[src/rtl/biphase_pkg.sv]
package biphase_pkg;

  typedef logic [7:0] byte_t;

  // Frame positions: 0 = start, 1..8 = data, 9 = stop
  localparam int unsigned FRAME_BITS = 10;
  localparam int unsigned STOP_POS   = FRAME_BITS - 1;
  localparam int unsigned DATA_BITS  = 8;

  // Interval reload value (length minus one) for a given bit
  function automatic int unsigned reload_for(input logic b,
                                             input int unsigned len1,
                                             input int unsigned len0);
    return b ? (len1 - 1) : (len0 - 1);
  endfunction

endpackage

[src/rtl/biphase_interval_timer.sv]
module biphase_interval_timer #(
  parameter int unsigned BIT1_CYC = 4,
  parameter int unsigned BIT0_CYC = 8
) (
  input  logic clk,
  input  logic rst,
  input  logic next_bit,   // value of the bit whose interval starts next
  output logic iv_end      // last cycle of the current interval
);
  import biphase_pkg::*;

  localparam int unsigned MAX_CYC = (BIT1_CYC > BIT0_CYC) ? BIT1_CYC : BIT0_CYC;
  localparam int unsigned CW      = $clog2(MAX_CYC + 1);
  localparam logic [CW-1:0] RLD1  = CW'(BIT1_CYC - 1);
  localparam logic [CW-1:0] RLD0  = CW'(BIT0_CYC - 1);

  logic [CW-1:0] cnt_q;

  assign iv_end = (cnt_q == '0);

  always_ff @(posedge clk) begin
    if (rst) begin
      cnt_q <= RLD1;                 // first interval after reset is a '1'
    end else if (iv_end) begin
      cnt_q <= CW'(reload_for(next_bit, BIT1_CYC, BIT0_CYC));
    end else begin
      cnt_q <= cnt_q - 1'b1;
    end
  end

  // Counter never exceeds the longest interval
  assert_cnt_range_R3: assert property (@(posedge clk) disable iff (rst)
    (cnt_q <= ((RLD1 > RLD0) ? RLD1 : RLD0)));

endmodule

[src/rtl/biphase_frame_seq.sv]
module biphase_frame_seq (
  input  logic                 clk,
  input  logic                 rst,
  input  logic                 iv_end,
  input  logic                 in_valid,
  input  biphase_pkg::byte_t   in_data,
  output logic                 in_ready,
  output logic                 next_bit
);
  import biphase_pkg::*;

  localparam int unsigned PW = $clog2(FRAME_BITS);

  logic          busy_q;   // a frame is in flight
  logic [PW-1:0] pos_q;    // position of the bit now on the line
  byte_t         data_q;

  logic at_boundary;

  // Last interval of a frame, or an idle interval
  assign at_boundary = !busy_q || (pos_q == PW'(STOP_POS));
  assign in_ready    = iv_end && at_boundary;

  // Bit that follows the current one
  always_comb begin
    if (at_boundary) begin
      next_bit = !in_valid;               // start bit 0, or idle 1
    end else if (pos_q < PW'(DATA_BITS)) begin
      next_bit = data_q[pos_q[2:0]];      // position p+1 carries data bit p
    end else begin
      next_bit = 1'b1;                    // stop bit
    end
  end

  always_ff @(posedge clk) begin
    if (rst) begin
      busy_q <= 1'b0;
      pos_q  <= '0;
      data_q <= '0;
    end else if (iv_end) begin
      if (at_boundary) begin
        if (in_valid) begin
          busy_q <= 1'b1;
          pos_q  <= '0;
          data_q <= in_data;
        end else begin
          busy_q <= 1'b0;
        end
      end else begin
        pos_q <= pos_q + 1'b1;
      end
    end
  end

  // Position stays inside a ten-bit frame
  assert_pos_range_R1: assert property (@(posedge clk) disable iff (rst)
    busy_q |-> (pos_q <= PW'(STOP_POS)));

endmodule

[src/rtl/biphase_line_drv.sv]
module biphase_line_drv (
  input  logic clk,
  input  logic rst,
  input  logic iv_end,
  output logic line_out
);
  logic line_q;

  always_ff @(posedge clk) begin
    if (rst) begin
      line_q <= 1'b0;
    end else if (iv_end) begin
      line_q <= ~line_q;
    end
  end

  assign line_out = line_q;

endmodule

[src/rtl/biphase_line_enc.sv]
module biphase_line_enc #(
  parameter int unsigned BIT1_CYC = 4,   // '1' interval, cycles (>= 2)
  parameter int unsigned BIT0_CYC = 8    // '0' interval, cycles (>= 2)
) (
  input  logic       clk,
  input  logic       rst,
  input  logic       in_valid,
  input  logic [7:0] in_data,
  output logic       in_ready,
  output logic       line_out
);
  logic iv_end;
  logic next_bit;

  biphase_interval_timer #(
    .BIT1_CYC(BIT1_CYC),
    .BIT0_CYC(BIT0_CYC)
  ) u_timer (
    .clk      (clk),
    .rst      (rst),
    .next_bit (next_bit),
    .iv_end   (iv_end)
  );

  biphase_frame_seq u_seq (
    .clk      (clk),
    .rst      (rst),
    .iv_end   (iv_end),
    .in_valid (in_valid),
    .in_data  (in_data),
    .in_ready (in_ready),
    .next_bit (next_bit)
  );

  biphase_line_drv u_drv (
    .clk      (clk),
    .rst      (rst),
    .iv_end   (iv_end),
    .line_out (line_out)
  );

  // Line moves only at the edge that closes an interval
  assert_toggle_at_end_R2: assert property (@(posedge clk) disable iff (rst)
    !$stable(line_out) |-> $past(iv_end));

  // Every interval end inverts the line
  assert_end_inverts_R2: assert property (@(posedge clk) disable iff (rst)
    iv_end |=> (line_out != $past(line_out)));

  // Ready lasts one cycle: after a handshake the next cycle is not a boundary
  assert_ready_single_R6: assert property (@(posedge clk) disable iff (rst)
    (in_ready && in_valid) |=> !in_ready);

endmodule

[config.mk]
export PLATFORM = sky130hd
export DESIGN_NAME = biphase_line_enc
export DESIGN_NICKNAME = d
export VERILOG_FILES = /design/src/rtl/biphase_pkg.sv /design/src/rtl/biphase_interval_timer.sv /design/src/rtl/biphase_frame_seq.sv /design/src/rtl/biphase_line_drv.sv /design/src/rtl/biphase_line_enc.sv
export SDC_FILE = /design/constraint.sdc
export NUM_CORES = 1
export LEC_CHECK = 0
export BUFFER_PORTS_ARGS = -buffer_cell sky130_fd_sc_hd__buf_2
export CAP_MARGIN = 15
export CORE_MARGIN = 3
export CORE_UTILIZATION = 53
export DETAILED_ROUTE_END_ITERATION = 16
export PLACE_DENSITY_LB_ADDON = 0.08
export SYNTH_ARGS = -nofsm -noshare
export SYNTH_HDL_FRONTEND = slang
export SYNTH_SLANG_ARGS = --single-unit
[constraint.sdc]
create_clock -name clk -period 2.45 [get_ports clk]
set_clock_uncertainty 0.2 [all_clocks]
set_input_delay 0 -clock clk [delete_from_list [all_inputs] [get_ports clk]]
set_output_delay 0 -clock clk [all_outputs]
set_load 0.01 [all_outputs]
Word-level counts from Yosys, hierarchy flattened --
Index checks and enable logic that the tools add are counted.
Operators by class: reductions and logical operators 8, bitwise operators 1, add/subtract/negate cells 2, muxes and demuxes 9, eq/ne operators 2, $lt $le $gt $ge 2
Operators by type and width (number):
- $mux W4 | 3
- $add A4 B1 Y4 const B | 1
- $eq A4 B4 Y1 const B | 1
- $logic_not A4 Y1 | 1
- $lt A3 B4 Y1 const B | 1
- $lt A4 B4 Y1 const B | 1
- $mux W1 | 4
- $reduce_and A2 Y1 | 2
- $sub A4 B1 Y4 const B | 1
- $bmux W1 S3 | 1
- $mux W3 | 1
- $reduce_and A3 Y1 | 1
- $logic_not A1 Y1 | 2
- $ne A2 B2 Y1 const B | 1
- $logic_and A1 B1 Y1 | 1
- $logic_or A1 B1 Y1 | 1
- $not A1 Y1 | 1
Word-level totals: register bits 18, input port bits 11, word-level logic and storage cells 29, output and inout bits 2

Depth between registers and ports, before layout --
Gate-level depths: netlist of run 1.
depth in word-level cells 6, mapped depth 7, gate-level depth less buffers 6

Modules after synthesis --
Synthesis of run 1 repeated with hierarchy kept, for this count alone.
Second synthesis, totals: cell total of the unflattened synthesis 90, area total of the unflattened synthesis 873.3 µm²
By module, submodules not included:
- biphase_frame_seq | area each 664.4 µm², sequential area each 260.2 µm², cells each 68, times used 1
- biphase_interval_timer | area each 176.4 µm², sequential area each 80.1 µm², cells each 19, times used 1
- biphase_line_drv | area each 32.5 µm², sequential area each 20.0 µm², cells each 3, times used 1

Least setup slack after synthesis of run 1 --
OpenSTA, ideal clock, no wires.
path kind register to register, from register u_timer.cnt_q[0], to register u_seq.data_q[0], path buffers 1, slack 0.596 ns, library setup time 0.128 ns, data arrival time 1.526 ns, cell stages (with the launch flop) 8, period minus slack after synthesis 1.854 ns, path through dfxtp_1 > inv_1 > ha_1 > or3b_4 > a211oi_2 > buf_6 > mux2i_1 > nor2_1
On the way: longest elaborated chain between the ends 2
Ends and longest elaborated chain:
- from (decl) | line biphase_interval_timer.sv:17 | logic [CW-1:0] cnt_q;
- from (signal assigned) | line biphase_interval_timer.sv:25 | cnt_q <= CW'(reload_for(next_bit, BIT1_CYC, BIT0_CYC));
- from (signal assigned) | line biphase_interval_timer.sv:27 | cnt_q <= cnt_q - 1'b1;
- $logic_not A4 Y1 | line biphase_interval_timer.sv:19 | assign iv_end = (cnt_q == '0);
- $reduce_and A3 Y1 (no source line)
- to (signal assigned) | line biphase_frame_seq.sv:45 | data_q <= in_data;
- to (decl) | line biphase_frame_seq.sv:16 | byte_t data_q;
Every way passes these cells. A chain may end at the register's enable or synchronous reset.

Worst setup path after layout of run 1 --
from register u_timer.cnt_q[0], to register u_seq.data_q[7]
Same word-level chain as after synthesis.

==> results.yml, run 1 <==
place:
  gp_congestion: 0.855
  hpwlAfterDp_mm: 1.11
  dp.cells: 118
  portBuffers: 12
sta:
  fmax_ghz: 0.494
  rsz0062_at_grt: "false"
  slew_viol_final: 0
  report.final.setup_viol: 0
  worst_pin_slew_ps: 354
  setup_tns_ps: 0
  hold_violations: 0
  fin_crit_sh: 0.827
  period_minus_slack_ps: 2030
  relSlewSlack: 0.764
  holdWs_ps: 206
routing:
  num_vias: 734
  drtPass1Iterations: 4
  ant_nets: 0
  wirelength_mm: 1.77
  drc: 0
  wire_per_inst_microns: 13.4
  first_iter_violations: 18
  via_per_inst: 5.56
outcome:
  outcome: "completed"
worst_setup_path:
  cp.arrival_ps: 2010
  critPathBufInv: 2
  path_cells: "inv_1 > ha_1 > or3b_4 > a211oi_2 > buf_4 > mux2i_1 > nor2_1"
  crit_slowest_cell: "or3b_4"
  setup.worst_path.start_class: "flip-flop"
  path_max_fanout: 9
  critical_path.top_delay_family: "simple AND/OR/NAND/NOR gates"
  cp_slowest_stage_delay_ps: 430
  cp.required_ps: 2440
  crit_type: "flip-flop to flip-flop"
  end_kind: "flip-flop"
  ff2ff_setup_slack_ps: 420
final_layout:
  drive_gt1_frac: 0.205
  diodes: 0
  layout.nets: 132
  synthToLayoutAreaGrowth_pct: 24.0
  layoutNonFillerInstCount: 132
floorplan:
  row_count: 13
  die_height_microns: 46.4
  coreArea_sq_um: 1420
  ios: 13
  start_util: 0.613
  die_x_microns: 46.4
  die_area_sq_um: 2160
hold_path:
  hold_class: "flip-flop to flip-flop"
power:
  p_leak_uw: 0.000419
  peakVddDrop_mv: 0.375
  pwr_density_cell_nw_per_um2: 530
synthesis:
  syn-num-nets: 107
  synthSimpleGateAreaFrac: 0.188
  synth_cells: 93
  synth_fa_ha_area_frac: 0.0433
  synth_top_family_by_area: "simple AND/OR/NAND/NOR gates"
  synth_seq_cells: 18
  syn_avg_cell_area_sq_um: 9.32
  ys_types: 30
  syn_area_sq_um: 867
  yosysSeqAreaShare: 0.416
  synth_mux_area_frac: 0.156
  ys_warn_count: 0
  synth_compound_area_frac: 0.131
  synth_xor_area_frac: 0.0101
clock_network:
  clk_latency_ps: 300
  cts_resized: 0
  cts.sinks: 18
  clk_root_buffer_cell: "clkbuf_4"
  clkTransAtPathRegs_ps: 100
  cts_tree: "built"
  cts_setup_buffers: 0
  cts_htree_levels: 1
  numCtsBuffers: 3
  ctsLongestPathBuffers: 2
run:
  drv_cap: 0
global_routing:
  grt_max_degree: 22
  overflow: 0
  grt_use_total: 0.207
  grt_pass1_wl_mm: 3.11
  grt_pass1_vias: 716
  antenna_found_initial: 0
## repair_timing
item	CTS	global route
hold endpoints to repair	18	0
hold buffers	10	0
endpoints found under the setup margin	0	0
## routing by layer
metal	wire (microns)	track usage	part of all wire	vias up
met1	808	0.242	0.46	335
met5	0	0	0	-
li1	-	-	-	377
met4	28	0.0852	0.016	0
met3	85	0.0469	0.048	4
met2	845	0.357	0.48	18
## stage by stage
stage / setup WS [ps] / util / power [uW] / instance area (sq um)
floorplan: 596 / - / 358 / 867
global placement: 504 / 0.663 / 377 / 938
detailed placement: 468 / 0.663 / 379 / 938
CTS: 452 / 0.760 / 575 / 1070
global route: 273 / 0.760 / 598 / 1070
finish: 424 / 0.760 / 570 / 1070
## final cells by class
class	count	area [sq um]
timing repair buffer	24	175
inverter	7	26.3
tap	15	18.8
clock buffer	4	36.3
fill	99	340
sequential	18	360
multi-input combinational	64	458
## cells in the mapped netlist
cell,instances,area share
a211oi_1,1,0.0087
a211oi_2,1,0.014
a21oi_1,6,0.035
a311oi_1,1,0.010
a31oi_1,1,0.0072
and2_1,1,0.0072
buf_6,1,0.013
clkbuf_1,3,0.013
dfxtp_1,18,0.42
ha_1,3,0.043
inv_1,7,0.030
mux2_2,2,0.026
mux2i_1,9,0.10
mux4_2,1,0.026
nand2_1,4,0.017
nand2b_1,3,0.022
nand3_1,2,0.012
nand3b_1,1,0.0087
nand4b_1,1,0.010
nor2_1,13,0.056
nor3_1,2,0.012
nor3b_2,1,0.014
o21ai_0,3,0.017
o2bb2ai_1,1,0.010
o31ai_1,1,0.0087
o32ai_1,2,0.020
or3_1,1,0.0072
or3b_4,1,0.013
or4_1,1,0.0087
xnor2_1,1,0.010
## power breakdown
part           leakage, uW  switching [uW]  internal [uW]
clock network    0.0000210            93.4           90.7
registers         0.000146            8.40            304
logic             0.000252            34.1           39.0
total             0.000419             136            434
## state kept, by name (all words and copies together) (netlist names)
register        flops
u_seq.data_q        8
u_seq.pos_q         4
u_timer.cnt_q       4
u_drv.line_out      1
u_seq.busy_q        1
## worst paths after layout
check,startpoint,endpoint,cells after the start
worst max-delay path,u_timer.cnt_q[0]$_SDFF_PP1_,u_seq.data_q[7]$_SDFFE_PP0P_,7
worst min-delay path,u_timer.cnt_q[0]$_SDFF_PP1_,u_timer.cnt_q[0]$_SDFF_PP1_,1
worst max register to register,u_timer.cnt_q[0]$_SDFF_PP1_,u_seq.data_q[7]$_SDFFE_PP0P_,7
worst min register to register,u_timer.cnt_q[0]$_SDFF_PP1_,u_timer.cnt_q[0]$_SDFF_PP1_,1
## worst register-to-register path, cell delays in order, from the launching register on
cell and delay, ps:
dfxtp_1 330, inv_1 50, ha_1 180, or3b_4 430, a211oi_2 200, buf_4 220
mux2i_1 240, nor2_1 70
## kinds of logic (layout without fill, tap and decap cells)
group	Yosys count	in the layout
adders and majority gates	3	3
and+or+nand+nor	31	31
xor gates and xnor gates	1	1
buffers and inverters	11	35
AOI/OAI and AO/OA	17	17
DFF	18	18
muxes	12	12
## placed cells by master, fill, tap and decap left out, types with 2 or more instances in the layout
master,synthesis,routed
o21ai_0,3,3
dfxtp_1,18,18
nor3_1,2,2
a21oi_1,6,6
dlygate4sd3_1,0,10
mux2_2,2,2
buf_4,0,2
o32ai_1,2,2
nor2_1,13,13
nand2b_1,3,3
buf_2,0,12
nand3_1,2,2
clkbuf_4,0,3
inv_1,7,7
mux2i_1,9,9
nand2_1,4,4
ha_1,3,3
(Power assumes the default switching activity.)
==> run 2: changes to the inputs <==
--- a/config.mk
+++ b/config.mk
@@ -8,7 +8,7 @@
 export BUFFER_PORTS_ARGS = -buffer_cell sky130_fd_sc_hd__buf_2
 export CAP_MARGIN = 15
 export CORE_MARGIN = 3
-export CORE_UTILIZATION = 53
+export CORE_UTILIZATION = 48
 export DETAILED_ROUTE_END_ITERATION = 16
 export PLACE_DENSITY_LB_ADDON = 0.08
 export SYNTH_ARGS = -nofsm -noshare
==> constraint.sdc (replaced) <==
create_clock -name clk -period 1.6 [get_ports clk]
set_clock_uncertainty 0.2 [all_clocks]
set_input_delay 0 -clock clk [delete_from_list [all_inputs] [get_ports clk]]
set_output_delay 0 -clock clk [all_outputs]
set_load 0.01 [all_outputs]
==> run 2 against run 1 <==
Against the previous run: the run now ends with negative setup slack left; wire length grew 5.8%; register-to-register slack lost 680 ps; sequential share of layout area shrank 4.8 points; cell count grew 19%; fmax grew 9.4%; critical path depth shrank 1; combinational power grew 110%; total power grew 50%; highest routed layer unchanged.
==> results.yml, run 2 (synthesized netlist as in run 1, its figures left out) <==
outcome:
  outcome: "finished, violations left"
  violations: "negative setup slack"
worst_setup_path:
  worstRegToRegCells: 6
  cp.required_ps: 1610
  crit_type: "flip-flop to flip-flop"
  rr_endpoint: "u_seq.pos_q[1]$_SDFFE_PP0P_"
  setup.worst_path.start_class: "flip-flop"
  ff2ff_setup_slack_ps: -250
  path_max_fanout: 5
  cp.arrival_ps: 1870
  reg2reg_from: "u_timer.cnt_q[1]$_SDFF_PP1_"
  end_kind: "flip-flop"
final_layout:
  finalCoreUtilization: 0.795
  mostFrequentLayoutCells: "buf_4 (17), dfxtp_1 (15), nor2_1 (12)"
  synthToLayoutAreaGrowth_pct: 46.2
  regMostFlops: "u_seq.data_q"
  multi_input_comb_area_sq_um: 507
  final_common_cell: "buf_4"
  biggestRegsByFlops: "u_seq.data_q: 8 flops, u_seq.pos_q: 4 flops, u_timer.cnt_q: 4 flops"
  diodes: 0
  regArea_sq_um: 364
  layout.nets: 149
  largest_reg_flops: 8
  drive_gt1_frac: 0.391
  fillCellCount: 104
place:
  portBuffers: 12
  dp_slack_ps: -255
  hpwlAfterDp_mm: 1.28
  gp_congestion: 0.809
hold_path:
  holdPathEnd: "u_timer.cnt_q[2]$_SDFF_PP0_"
  holdPathStages: 5
  hold_class: "primary input to flip-flop"
  hold_start: "in_valid"
global_routing:
  overflow: 0
  grt_pass1_wl_mm: 3.37
  grt_max_degree: 22
  grt_use_total: 0.183
  grt_pass1_vias: 766
  antenna_found_initial: 0
clock_network:
  clk_latency_ps: 290
  ctsLongestPathBuffers: 2
  cts_tree: "built"
  cts_htree_levels: 1
  numCtsBuffers: 3
  cts.sinks: 18
  clkTransAtPathRegs_ps: 90
  clk_root_buffer_cell: "clkbuf_4"
routing:
  wirelength_mm: 1.87
  via_per_inst: 4.90
  ant_nets: 0
  drtPass1Iterations: 4
  num_vias: 769
  first_iter_violations: 12
  wire_per_inst_microns: 11.9
  drc: 0
floorplan:
  start_util: 0.544
  die_x_microns: 48.5
  die_area_sq_um: 2350
  die_height_microns: 48.5
  ios: 13
  coreArea_sq_um: 1590
  row_count: 14
power:
  pwr_density_cell_nw_per_um2: 673
  p_total_uw: 853
  p_leak_uw: 0.000496
  peakVddDrop_mv: 0.605
run:
  drv_cap: 0
sta:
  hold_violations: 0
  fmax_ghz: 0.540
  rsz0062_at_grt: "true"
  holdWs_ps: 37.7
  setup_ws_ps: -252
  fin_crit_sh: 1.16
  worst_pin_slew_ps: 341
  report.final.setup_viol: 15
  period_minus_slack_ps: 1850
  slew_viol_final: 0
  relSlewSlack: 0.772
[run 2: changes by cell type in the layout (fill, tap and decap cells not counted), moves of 2 or more]
cell / before / now
buf_6: 0 / 4
dfxtp_2: 0 / 3
inv_2: 0 / 3
inv_1: 7 / 4
buf_4: 2 / 17
ha_1: 3 / 1
dfxtp_1: 18 / 15
[run 2: metrics by stage]
stage	TNS [ps]	cell area, sq um	instances
after floorplan	-1400	882	93
after global placement	-2130	1070	141
after detailed placement	-2420	1070	141
after CTS	-2650	1220	155
after global routing	-3900	1270	157
final	-2580	1270	157
[run 2: worst max-delay path by stage]
stage	from	endpoint	slack, ps	cells after the start
final	u_timer.cnt_q[1]$_SDFF_PP1_	u_seq.pos_q[1]$_SDFFE_PP0P_	-250	6
after global routing	u_timer.cnt_q[1]$_SDFF_PP1_	u_seq.data_q[4]$_SDFFE_PP0P_	-340	7
after CTS	u_timer.cnt_q[1]$_SDFF_PP1_	u_seq.pos_q[1]$_SDFFE_PP0P_	-250	6
after detailed placement	u_timer.cnt_q[1]$_SDFF_PP1_	u_seq.data_q[4]$_SDFFE_PP0P_	-250	7
after global placement	u_timer.cnt_q[1]$_SDFF_PP1_	u_seq.data_q[3]$_SDFFE_PP0P_	-220	7
after floorplan	u_timer.cnt_q[1]$_SDFF_PP1_	u_seq.data_q[0]$_SDFFE_PP0P_	-160	7
[run 2: layout make-up]
class                   count  share of cell area
clock buffers               3              0.0178
multi-input cells          64               0.400
well taps                  24              0.0237
repair buffers             41               0.251
inverters                   7              0.0207
flip-flops and latches     18               0.287
[run 2: per-layer routing]
layer | track usage | share of wire | vias up | wire, microns
li1 | - | - | 408 | -
met1 | 0.240 | 0.45 | 348 | 840
met2 | 0.303 | 0.51 | 9 | 956
met3 | 0.0460 | 0.026 | 4 | 49
met4 | 0.0427 | 0.012 | 0 | 23
met5 | 0 | 0 | - | 0
[run 2: worst max-delay path, cell delays in order, from the launching register on]
cell and delay, ps:
dfxtp_2 330, inv_2 60, ha_4 120, or3b_4 390
buf_6 140, or4_1 460, o31ai_1 70
[run 2: timing repair]
action,4_1_cts,5_1_grt
buffers inserted,3,2
setup endpoints to repair,15,18
hold endpoints to repair,16,0
gates resized for setup,7,8
pin swaps,1,5
hold buffers,9,0
[run 2: where the power goes]
part           internal [uW]  switching [uW]  total, uW
Combinational           89.0            66.6        156
Sequential               467            11.9        479
Clock                   87.7             131        219
Total                    643             210        853
==> run 3: changes to the inputs <==
--- a/config.mk
+++ b/config.mk
@@ -7,10 +7,13 @@
 export LEC_CHECK = 0
 export BUFFER_PORTS_ARGS = -buffer_cell sky130_fd_sc_hd__buf_2
 export CAP_MARGIN = 15
+export CELL_PAD_IN_SITES_DETAIL_PLACEMENT = 1
+export CELL_PAD_IN_SITES_GLOBAL_PLACEMENT = 1
 export CORE_MARGIN = 3
-export CORE_UTILIZATION = 48
+export CORE_UTILIZATION = 44
 export DETAILED_ROUTE_END_ITERATION = 16
 export PLACE_DENSITY_LB_ADDON = 0.08
 export SYNTH_ARGS = -nofsm -noshare
 export SYNTH_HDL_FRONTEND = slang
 export SYNTH_SLANG_ARGS = --single-unit
+export TNS_END_PERCENT = 50
==> constraint.sdc (replaced) <==
create_clock -name clk -period 2.2 [get_ports clk]
set_clock_uncertainty 0.2 [all_clocks]
set_input_delay 0 -clock clk [delete_from_list [all_inputs] [get_ports clk]]
set_output_delay 0 -clock clk [all_outputs]
set_load 0.01 [all_outputs]
==> run 3 against run 2 <==
Against the previous run: total power decreased by 26%; first-iteration DRC count decreased by 75%; highest routed layer unchanged; sequential power decreased by 27%; sequential cell count unchanged; the flow now finishes without violations; wire length increased by 9.4%; clock-buffer cell count increased by 1; cell count decreased by 10%.
==> results.yml, run 3 (synthesized netlist as in run 1, its figures left out) <==
worst_setup_path:
  crit_type: "flip-flop to flip-flop"
  reg2reg_from: "u_timer.cnt_q[0]$_SDFF_PP1_"
  cp_slowest_stage_delay_ps: 430
  crit_slowest_cell: "or3b_4"
  rr_endpoint: "u_seq.data_q[7]$_SDFFE_PP0P_"
  setup.worst_path.start_class: "flip-flop"
  critPathBufInv: 2
  worstRegToRegCells: 7
  ff2ff_setup_slack_ps: 160
  end_kind: "flip-flop"
  critical_path.top_delay_family: "simple AND/OR/NAND/NOR gates"
  cp.required_ps: 2170
  path_max_fanout: 9
  path_cells: "inv_1 > ha_1 > or3b_4 > a211oi_2 > buf_4 > mux2i_1 > nor2_1"
  cp.arrival_ps: 2010
floorplan:
  coreArea_sq_um: 1800
  die_area_sq_um: 2540
  ios: 13
  row_count: 15
  die_height_microns: 50.4
  die_x_microns: 50.4
  start_util: 0.481
hold_path:
  holdPathStages: 5
  holdPathEnd: "u_timer.cnt_q[2]$_SDFF_PP0_"
  hold_class: "primary input to flip-flop"
  hold_start: "in_valid"
place:
  gp_congestion: 0.742
  portBuffers: 12
  hpwlAfterDp_mm: 1.47
  dp.cells: 128
final_layout:
  final_common_cell: "dfxtp_1"
  drive_gt1_frac: 0.207
  largest_reg_flops: 8
  mostFrequentLayoutCells: "dfxtp_1 (18), nor2_1 (13), buf_2 (12)"
  regMostFlops: "u_seq.data_q"
  fillCellCount: 223
  multi_input_comb_area_sq_um: 458
  synthToLayoutAreaGrowth_pct: 24.2
  regArea_sq_um: 360
  layout.nets: 131
  layoutNonFillerInstCount: 141
  biggestRegsByFlops: "u_seq.data_q: 8 flops, u_seq.pos_q: 4 flops, u_timer.cnt_q: 4 flops"
  diodes: 0
sta:
  fin_crit_sh: 0.927
  holdWs_ps: 31.9
  fmax_ghz: 0.491
  period_minus_slack_ps: 2040
  rsz0062_at_grt: "false"
  hold_violations: 0
  setup_tns_ps: 0
  worst_pin_slew_ps: 421
  report.final.setup_viol: 0
  slew_viol_final: 0
  relSlewSlack: 0.718
clock_network:
  cts_tree: "built"
  cts_htree_levels: 1
  numCtsBuffers: 3
  clk_root_buffer_cell: "clkbuf_4"
  clk_latency_ps: 290
  cts.sinks: 18
  cts_resized: 0
  clkTransAtPathRegs_ps: 100
  ctsLongestPathBuffers: 2
outcome:
  outcome: "completed"
routing:
  wirelength_mm: 2.05
  wire_per_inst_microns: 14.5
  num_vias: 752
  drtPass1Iterations: 4
  drc: 0
  ant_nets: 0
  first_iter_violations: 3
  via_per_inst: 5.33
global_routing:
  use_met1: 0.228
  overflow: 0
  busiest_layer: "met2"
  grt_use_total: 0.186
  grt_pass1_vias: 750
  grt_pass1_wl_mm: 3.56
  grt_use_met2: 0.315
  use_met3: 0.0534
  grt_max_degree: 22
  antenna_found_initial: 0
power:
  p_leak_uw: 0.000414
  peakVddDrop_mv: 0.287
  pwr_density_cell_nw_per_um2: 584
run:
  drv_cap: 0
==> run 3: power breakdown <==
part / switching [uW] / internal (uW) / total (uW)
combinational: 38.3 / 40.8 / 79.0
sequential: 9.40 / 339 / 348
clock: 101 / 101 / 202
==> run 3: worst max-delay path by stage <==
stage / startpoint / end / slack (ps) / depth (start not counted)
floorplan: u_timer.cnt_q[0]$_SDFF_PP1_ / u_seq.data_q[0]$_SDFFE_PP0P_ / 350 / 7
global placement: u_timer.cnt_q[0]$_SDFF_PP1_ / u_seq.data_q[7]$_SDFFE_PP0P_ / 260 / 7
detailed placement: u_timer.cnt_q[0]$_SDFF_PP1_ / u_seq.data_q[7]$_SDFFE_PP0P_ / 160 / 7
CTS: u_timer.cnt_q[0]$_SDFF_PP1_ / u_seq.data_q[7]$_SDFFE_PP0P_ / 130 / 7
global route: u_timer.cnt_q[0]$_SDFF_PP1_ / u_seq.data_q[7]$_SDFFE_PP0P_ / 40 / 7
finish: u_timer.cnt_q[0]$_SDFF_PP1_ / u_seq.data_q[7]$_SDFFE_PP0P_ / 160 / 7
==> run 3: layer usage <==
metal | vias up | wire length, microns
li1 | 374 | -
met1 | 364 | 907
met2 | 12 | 1070
met3 | 2 | 51
met4 | 0 | 14
met5 | - | 0
==> run 3: area by class of cell <==
cell class	count	share of cell area
Inverter	7	0.0244
Clock buffer	4	0.0337
Tap cell	25	0.0290
Multi-Input combinational cell	64	0.425
Timing Repair Buffer	23	0.153
Sequential cell	18	0.334
==> run 3: worst reg2reg max path, stage by stage, from the launching register on <==
cell	delay [ps]
dfxtp_1	330
inv_1	60
ha_1	200
or3b_4	430
a211oi_2	210
buf_4	220
mux2i_1	200
nor2_1	80
==> run 3: timing repair <==
action                                 4_1_cts  5_1_grt
endpoints found under the hold margin       13        0
hold buffers                                 9        0
setup buffers                                0        0
==> run 3: stage by stage <==
step | setup WS, ps | area [sq um] | utilization | total power [uW]
finish | 162 | 1080 | 0.598 | 629
global route | 43.7 | 1080 | 0.598 | 670
detailed placement | 161 | 951 | 0.528 | 423
floorplan | 346 | 867 | - | 399
global placement | 256 | 951 | 0.528 | 419
CTS | 132 | 1080 | 0.598 | 640
